### config.mk
export PLATFORM = sky130hd
export DESIGN_NAME = shift_store_reg
export DESIGN_NICKNAME = d
export VERILOG_FILES = /design/src/rtl/ssr_pkg.sv /design/src/rtl/ssr_ctrl.sv /design/src/rtl/ssr_shifter.sv /design/src/rtl/ssr_store.sv /design/src/rtl/shift_store_reg.sv
export SDC_FILE = /design/constraint.sdc
export NUM_CORES = 1
export LEC_CHECK = 0
export CORE_MARGIN = 2
export CORE_UTILIZATION = 55
export CTS_CLUSTER_SIZE = 10
export DETAILED_ROUTE_END_ITERATION = 8
export PLACE_DENSITY = 0.8
export SLEW_MARGIN = 0
export SYNTH_ARGS = -nofsm -noshare
export SYNTH_HDL_FRONTEND = slang
export SYNTH_SLANG_ARGS = --single-unit
### constraint.sdc
create_clock -name clk -period 2.2 [get_ports clk]
set_input_delay 0.33 -clock clk [delete_from_list [all_inputs] [get_ports clk]]
set_output_delay 0.33 -clock clk [all_outputs]
set_load 0.005 [all_outputs]
### src/rtl/ssr_pkg.sv
package ssr_pkg;
    typedef struct packed {
        logic shift_en;     // advance the shift register
        logic recirc;       // feed the top bit back into bit 0
        logic copy_out;     // shift register -> storage register
        logic load_in;      // storage register -> shift register
        logic oe;           // drive the serial line
    } ssr_ctrl_t;
endpackage

### src/rtl/ssr_ctrl.sv
module ssr_ctrl
    import ssr_pkg::*;
(
    input  logic      rst,
    input  logic      cs_n,
    input  logic      rw,
    input  logic      shift_stb,
    input  logic      store_stb,
    output ssr_ctrl_t ctrl
);
    always_comb begin
        ctrl          = '0;
        ctrl.oe       = !cs_n && rw && !rst;
        ctrl.recirc   = rw;
        if (!cs_n) begin
            ctrl.copy_out = store_stb && !rw;
            ctrl.load_in  = store_stb && rw;
            // a parallel transfer in the same cycle suppresses the shift
            ctrl.shift_en = shift_stb && !store_stb;
        end
    end
endmodule

### src/rtl/ssr_shifter.sv
module ssr_shifter
    import ssr_pkg::*;
#(
    parameter int WIDTH = 16
) (
    input  logic             clk,
    input  logic             rst,
    input  ssr_ctrl_t        ctrl,
    input  logic             sio_in,
    input  logic [WIDTH-1:0] par_in,
    output logic [WIDTH-1:0] shift_q
);
    localparam int TOP = WIDTH - 1;

    typedef struct packed {
        logic [WIDTH-1:0] shift;
    } sh_state_t;

    sh_state_t st_d, st_q;
    logic      feed_bit;

    always_comb begin
        st_d     = st_q;
        feed_bit = ctrl.recirc ? st_q.shift[TOP] : sio_in;
        if (ctrl.load_in)
            st_d.shift = par_in;
        else if (ctrl.shift_en)
            st_d.shift = {st_q.shift[TOP-1:0], feed_bit};
    end

    always_ff @(posedge clk) begin
        if (rst) st_q <= '0;
        else     st_q <= st_d;
    end

    assign shift_q = st_q.shift;

    a_r1_reset_clears: assert property (@(posedge clk)
        rst |=> (shift_q == '0));

    a_r5_recirculate: assert property (@(posedge clk) disable iff (rst)
        (ctrl.shift_en && ctrl.recirc) |=>
            (shift_q == {$past(shift_q[TOP-1:0]), $past(shift_q[TOP])}));

    a_r7_load_back: assert property (@(posedge clk) disable iff (rst)
        ctrl.load_in |=> (shift_q == $past(par_in)));
endmodule

### src/rtl/ssr_store.sv
module ssr_store #(
    parameter int WIDTH = 16
) (
    input  logic             clk,
    input  logic             clr_n,
    input  logic             capture,
    input  logic [WIDTH-1:0] d_in,
    output logic [WIDTH-1:0] store_q
);
    logic [WIDTH-1:0] store_d;

    always_comb begin
        store_d = store_q;
        if (capture) store_d = d_in;
    end

    always_ff @(posedge clk or negedge clr_n) begin
        if (!clr_n) store_q <= '0;
        else        store_q <= store_d;
    end

    a_r9_hold_storage: assert property (@(posedge clk) disable iff (!clr_n)
        !capture |=> $stable(store_q));

    a_r10_clear_low: assert property (@(posedge clk)
        !clr_n |-> (store_q == '0));

    a_r6_copy_in: assert property (@(posedge clk) disable iff (!clr_n)
        capture |=> (store_q == $past(d_in)));
endmodule

### src/rtl/shift_store_reg.sv
module shift_store_reg
    import ssr_pkg::*;
#(
    parameter int WIDTH = 16
) (
    input  logic             clk,
    input  logic             rst,
    input  logic             clr_n,
    input  logic             cs_n,
    input  logic             rw,
    input  logic             shift_stb,
    input  logic             store_stb,
    input  logic             sio_in,
    output logic             sio_out,
    output logic             sio_oe,
    output logic [WIDTH-1:0] q
);
    localparam int TOP = WIDTH - 1;

    ssr_ctrl_t        ctrl;
    logic [WIDTH-1:0] shift_q;

    ssr_ctrl u_ctrl (
        .rst       (rst),
        .cs_n      (cs_n),
        .rw        (rw),
        .shift_stb (shift_stb),
        .store_stb (store_stb),
        .ctrl      (ctrl)
    );

    ssr_shifter #(.WIDTH(WIDTH)) u_shift (
        .clk     (clk),
        .rst     (rst),
        .ctrl    (ctrl),
        .sio_in  (sio_in),
        .par_in  (q),
        .shift_q (shift_q)
    );

    ssr_store #(.WIDTH(WIDTH)) u_store (
        .clk     (clk),
        .clr_n   (clr_n),
        .capture (ctrl.copy_out),
        .d_in    (shift_q),
        .store_q (q)
    );

    assign sio_oe  = ctrl.oe;
    assign sio_out = ctrl.oe ? shift_q[TOP] : 1'b0;

    a_r2_deselect_holds: assert property (@(posedge clk) disable iff (rst || !clr_n)
        cs_n |=> ($stable(shift_q) && $stable(q)));

    a_r3_oe_off: assert property (@(posedge clk)
        (cs_n || !rw) |-> !sio_oe);

    a_r8_no_shift_on_xfer: assert property (@(posedge clk) disable iff (rst)
        (!cs_n && !rw && store_stb && shift_stb) |=> $stable(shift_q));
endmodule

; ---- After elaboration in Yosys (flattened, before gate mapping)
; Index checks and enable logic that the tools add are counted.
[word_totals]
mem_count = 0
in_bits = 8
mem_bits_ro = 0
ram_bits = 0
regBits = 32
latch_bits = 0
out_inout_bits = 18
[op_classes]
reduce_logical = 10
eq_ne = 0
mux = 6
n_div = 0
n_bitwise = 0
add_sub_neg = 0
mul = 0
n_lt_le_gt_ge = 0
shift = 0
[ops]
columns = operator, n
row1 = $mux 16, 2
row2 = $logic_and 1x1->1, 5
row3 = $logic_not 1->1, 4
row4 = $mux 1, 3
row5 = $mux 2, 1
row6 = $reduce_bool 2->1, 1

; ---- Depth between registers and ports, before layout
[depth]
ltp_word = 5
mapped_depth = 5
ltp_nobuf = 3

; ---- Modules after synthesis
; A second synthesis with hierarchy kept.
[hier_totals]
hier_cells = 113
area_unflattened_um2 = 1482.7
[modules_own_cells]
columns = module, area_each_um2, cells_per_inst, n_inst, seq_area_each_um2
row1 = ssr_shifter, 788.3, 73, 1, 320.3
row2 = ssr_store, 649.4, 34, 1, 400.4
row3 = ssr_ctrl, 38.8, 5, 1, 0.0
row4 = shift_store_reg, 6.3, 1, 1, 0.0

; ---- Least setup slack after synthesis
; Ideal clock, no wire load.
[synth_path]
kind = input port to flip-flop
startpoint = input cs_n
endpoint = register u_store.store_q[10]
setup_slack_ns = 0.826
stages = 3
arrival_time_ns = 1.250
path_buffers = 1
setup_time_ns = 0.125
cell_sequence = nor3b_2 buf_6 mux2_2
[synth_between]
elab_chain_cells = 1
[synth_rtl]
columns = item, line
row1 = start: declaration, shift_store_reg.sv:9  ; input logic cs_n,
row2 = $mux 2, ssr_ctrl.sv:15  ; if (!cs_n) begin
row3 = end signal: assignment, ssr_store.sv:19  ; else store_q <= store_d;
row4 = end: declaration, ssr_store.sv:8  ; output logic [WIDTH-1:0] store_q
; Every way passes these cells.
; A chain may end at the register's enable or synchronous reset.

; ---- Worst setup path after layout
[layout_path]
startpoint = input cs_n
endpoint = output sio_out
[layout_between]
elab_chain_cells = 4
[layout_rtl]
columns = item, line
row1 = $logic_not 1->1, -
row2 = $logic_and 1x1->1 (2 in a row), ssr_ctrl.sv:13  ; ctrl.oe = !cs_n && rw && !rst;
row3 = $mux 1, shift_store_reg.sv:50  ; assign sio_out = ctrl.oe ? shift_q[TOP] : 1'b0;
row4 = end: declaration, shift_store_reg.sv:14  ; output logic sio_out,
; Every way passes these cells.

==> Flow_metrics.wiki <==
{| class="wikitable"
! Metric !! Value
|-
| Parity-gate share of the synthesized area counting xor and xnor cells || 0%
|-
| Initial standard-cell utilization of the core || 59.0%
|-
| Mean instance size in the synthesized netlist || 12.6 um2
|-
| Initial antenna violation count || 0
|-
| Resize count post-CTS || 0
|-
| Hold-fix buffers, CTS || 0
|-
| DPL Wire Length || 2.05 mm
|-
| Number of setup violations in the final report || 0
|-
| Most Frequent Cell on Critical Path || sky130_fd_sc_hd__clkdlybuf4s50_1
|-
| Fraction of final layout cells with drive strength greater than 1 || 28.0%
|-
| DRT Pass-1 Iters || 4
|-
| Setup slack at placement || 182 ps
|-
| Die Area || 3110 um2
|-
| Nets || 157
|-
| Via density || 5.90
|-
| Number of pins with negative max-slew slack in the final report || 0
|-
| Worst path max stage delay || 550 ps
|-
| Clock Sink Count || 32
|-
| Main combinational cell family by area after synthesis || multiplexers
|-
| Cell with the largest stage delay on the worst path || sky130_fd_sc_hd__clkdlybuf4s50_1
|-
| Cell at the root of the clock tree || sky130_fd_sc_hd__clkbuf_4
|-
| Clock Skews || 4.70 ps
|-
| Largest net degree at the start of global routing || 17
|-
| CP delay by family, top || buffers and inverters
|-
| Result of the run || completed
|-
| Global-route wire length before repair || 5.20 mm
|-
| Basic-gate share of the synthesized area counting and, or, nand and nor cells || 5.26%
|-
| Number of diodes added for antenna fixing || 0
|-
| Placed Instance Area || 1750 um2
|-
| P&R area growth vs syn || 22.3%
|-
| Max_cap viols || 0
|-
| Initial detailed-routing violation count || 13
|-
| Min-delay worst type || primary input to async pin
|-
| Portion of netlist area occupied by mux cells || 23.4%
|-
| Routability Congestion || 0.730
|-
| Number of instances in the synthesized netlist || 117
|-
| Die Wd || 55.8 um
|-
| Max IR drop VDD || 0.000623 V
|-
| H-tree depth || 2
|-
| Final worst-path cycle share || 91.9%
|-
| Setup WS post-layout || 178 ps
|-
| Clock-pin slew on the worst setup and hold paths || 100 ps
|-
| Register bit count reported by yosys || 32
|-
| Leak Pwr || 0.000715 uW
|-
| Power density cells || 714 nW/um2
|-
| Setup Total Neg Slack || 0 ps
|-
| Number of vias in the routed layout || 1,062
|-
| Cell area after layout || 1800 um2
|-
| Count of different cell masters after synthesis || 26
|-
| Count of non-filler cells in the finished layout || 180
|-
| Most common cell after layout, fill and taps aside || sky130_fd_sc_hd__clkdlybuf4s50_1
|-
| Kind of start point of the critical path || primary input
|-
| Maximum clock rate || 0.495 GHz
|-
| Number of rows in the core area || 18
|-
| CP endpoint kind || output pin
|-
| Required time at the endpoint of the critical path || 1870 ps
|-
| Ports placed on the boundary || 26
|-
| Die Y || 55.8 um
|-
| Clock buffer count from CTS || 5
|-
| Sequential fraction of the synthesis area || 48.9%
|-
| Cell Area, Synth || 1480 um2
|-
| CTS tree || yes
|-
| Arrival time at the worst endpoint || 1690 ps
|-
| Syn_nets || 125
|-
| Post-route DRC violation count || 0
|-
| Clock latency on the worst-skew pair || 330 ps
|-
| Residual overflow from global routing || 0
|-
| Longest Clk Path Bufs || 2
|-
| RSZ-0062 raised after global routing || no
|-
| Largest driver fanout on the critical path || 5
|-
| Endpoints failing hold || 0
|-
| CP bufs+invs || 3
|-
| Worst Tran Pin Value || 433 ps
|-
| Slew HR || 71.0%
|-
| CORE AREA || 2500 um2
|-
| Post-CTS setup buffers || 0
|-
| Number of I/O port buffers || 25
|-
| Compound-cell area share of the yosys netlist || 16.7%
|-
| Class of the most critical setup path || primary input to output pin
|-
| Commonest non-fill, non-tap cells in the layout || 25 x sky130_fd_sc_hd__clkdlybuf4s50_1, 16 x sky130_fd_sc_hd__mux2_2, 16 x sky130_fd_sc_hd__dfxtp_1, 16 x sky130_fd_sc_hd__dfrtp_1
|-
| List of cells traversed by the critical path || clkdlybuf4s50_1, inv_1, and3_1, and2_1, clkdlybuf4s50_1
|-
| Number of placed instances with taps included || 172
|-
| Period minus WS final || 2020 ps
|-
| Count of synthesis-stage warnings from yosys || 0
|-
| Fraction of the mapped netlist area in adder cells || 0%
|-
| Antenna Nets Post-Route || 0
|-
| Number of global-route vias before repair || 1,102
|-
| Core utilization of the finished layout || 72.2%
|-
| Overall routed net length || 3.03 mm
|-
| Total global routing track utilization || 21.7%
|-
| Detail-routed net length per standard cell || 16.9 um
|}
sequential cells by signal (all words and copies together) (netlist names):
signal           cells
u_store.store_q     16
u_shift.shift_q     16
routing by layer:
metal	vias to the layer above	track usage, %	routed length (um)
met3	5	5.35	134
met2	23	34.9	1500
li1	497	-	-
met4	0	11.8	46
met1	537	26.5	1360
met5	-	0	0
report_power, final:
part | switching [uW] | leakage (uW) | internal, uW
logic | 100 | 0.000335 | 150
clock network | 196 | 0.0000326 | 158
registers | 43.6 | 0.000347 | 641
total | 340 | 0.000715 | 949
metrics by stage:
stage / total power, uW / hold slack, ps
floorplan: 823 / 34.4
global placement: 940 / 502
detailed placement: 948 / 507
CTS: 1300 / 307
global route: 1350 / 318
finish: 1290 / 296
Yosys cell counts:
cell type | count | area share [%]
sky130_fd_sc_hd__nand3_1 | 1 | 0.34
sky130_fd_sc_hd__a21oi_1 | 15 | 5.1
sky130_fd_sc_hd__and2b_1 | 1 | 0.51
sky130_fd_sc_hd__o21ai_0 | 1 | 0.34
sky130_fd_sc_hd__a211oi_2 | 9 | 7.6
sky130_fd_sc_hd__nand2_1 | 1 | 0.25
sky130_fd_sc_hd__mux2_4 | 1 | 1.0
sky130_fd_sc_hd__buf_2 | 1 | 0.34
sky130_fd_sc_hd__inv_1 | 2 | 0.51
sky130_fd_sc_hd__nor3b_2 | 1 | 0.85
sky130_fd_sc_hd__dfxtp_1 | 16 | 22
sky130_fd_sc_hd__mux2i_1 | 15 | 10
sky130_fd_sc_hd__mux2_2 | 16 | 12
sky130_fd_sc_hd__and2_4 | 1 | 0.59
sky130_fd_sc_hd__nor3b_1 | 1 | 0.51
sky130_fd_sc_hd__and3b_1 | 1 | 0.59
sky130_fd_sc_hd__and2_1 | 1 | 0.42
sky130_fd_sc_hd__nand3b_1 | 1 | 0.51
sky130_fd_sc_hd__clkbuf_1 | 2 | 0.51
sky130_fd_sc_hd__and3_1 | 1 | 0.42
sky130_fd_sc_hd__buf_6 | 4 | 3.1
sky130_fd_sc_hd__dfrtp_1 | 16 | 27
sky130_fd_sc_hd__buf_12 | 1 | 1.4
sky130_fd_sc_hd__o32ai_1 | 1 | 0.59
sky130_fd_sc_hd__a211oi_1 | 6 | 3.1
sky130_fd_sc_hd__nor2_1 | 1 | 0.25
cells by family after synthesis:
family,after synthesis
AOI/OAI and AO/OA,32
muxes,32
DFF,32
and+or+nand+nor,11
buffers and inverters,10
final timing paths:
path / start / end / slack [ps] / depth (start not counted)
max: cs_n / sio_out / 180 / 5
max in group asynchronous: clr_n / u_store.store_q[2] / 1410 / 2
min reg2reg: u_shift.shift_q[0] / u_shift.shift_q[0] / 520 / 2
max reg2reg: u_shift.shift_q[15] / u_shift.shift_q[0] / 1390 / 2
min in group clk: u_shift.shift_q[0] / u_shift.shift_q[0] / 520 / 2
min: clr_n / u_store.store_q[6] / 300 / 1
area by class of cell:
cell class | instances | area, um2
flip-flops and latches | 32 | 721
multi-input cells | 75 | 669
well taps | 30 | 37.5
repair buffers | 33 | 310
clock buffers | 8 | 58.8
fillers | 188 | 696
inverters | 2 | 7.51
No activity file was read; power rests on OpenSTA's default activity.
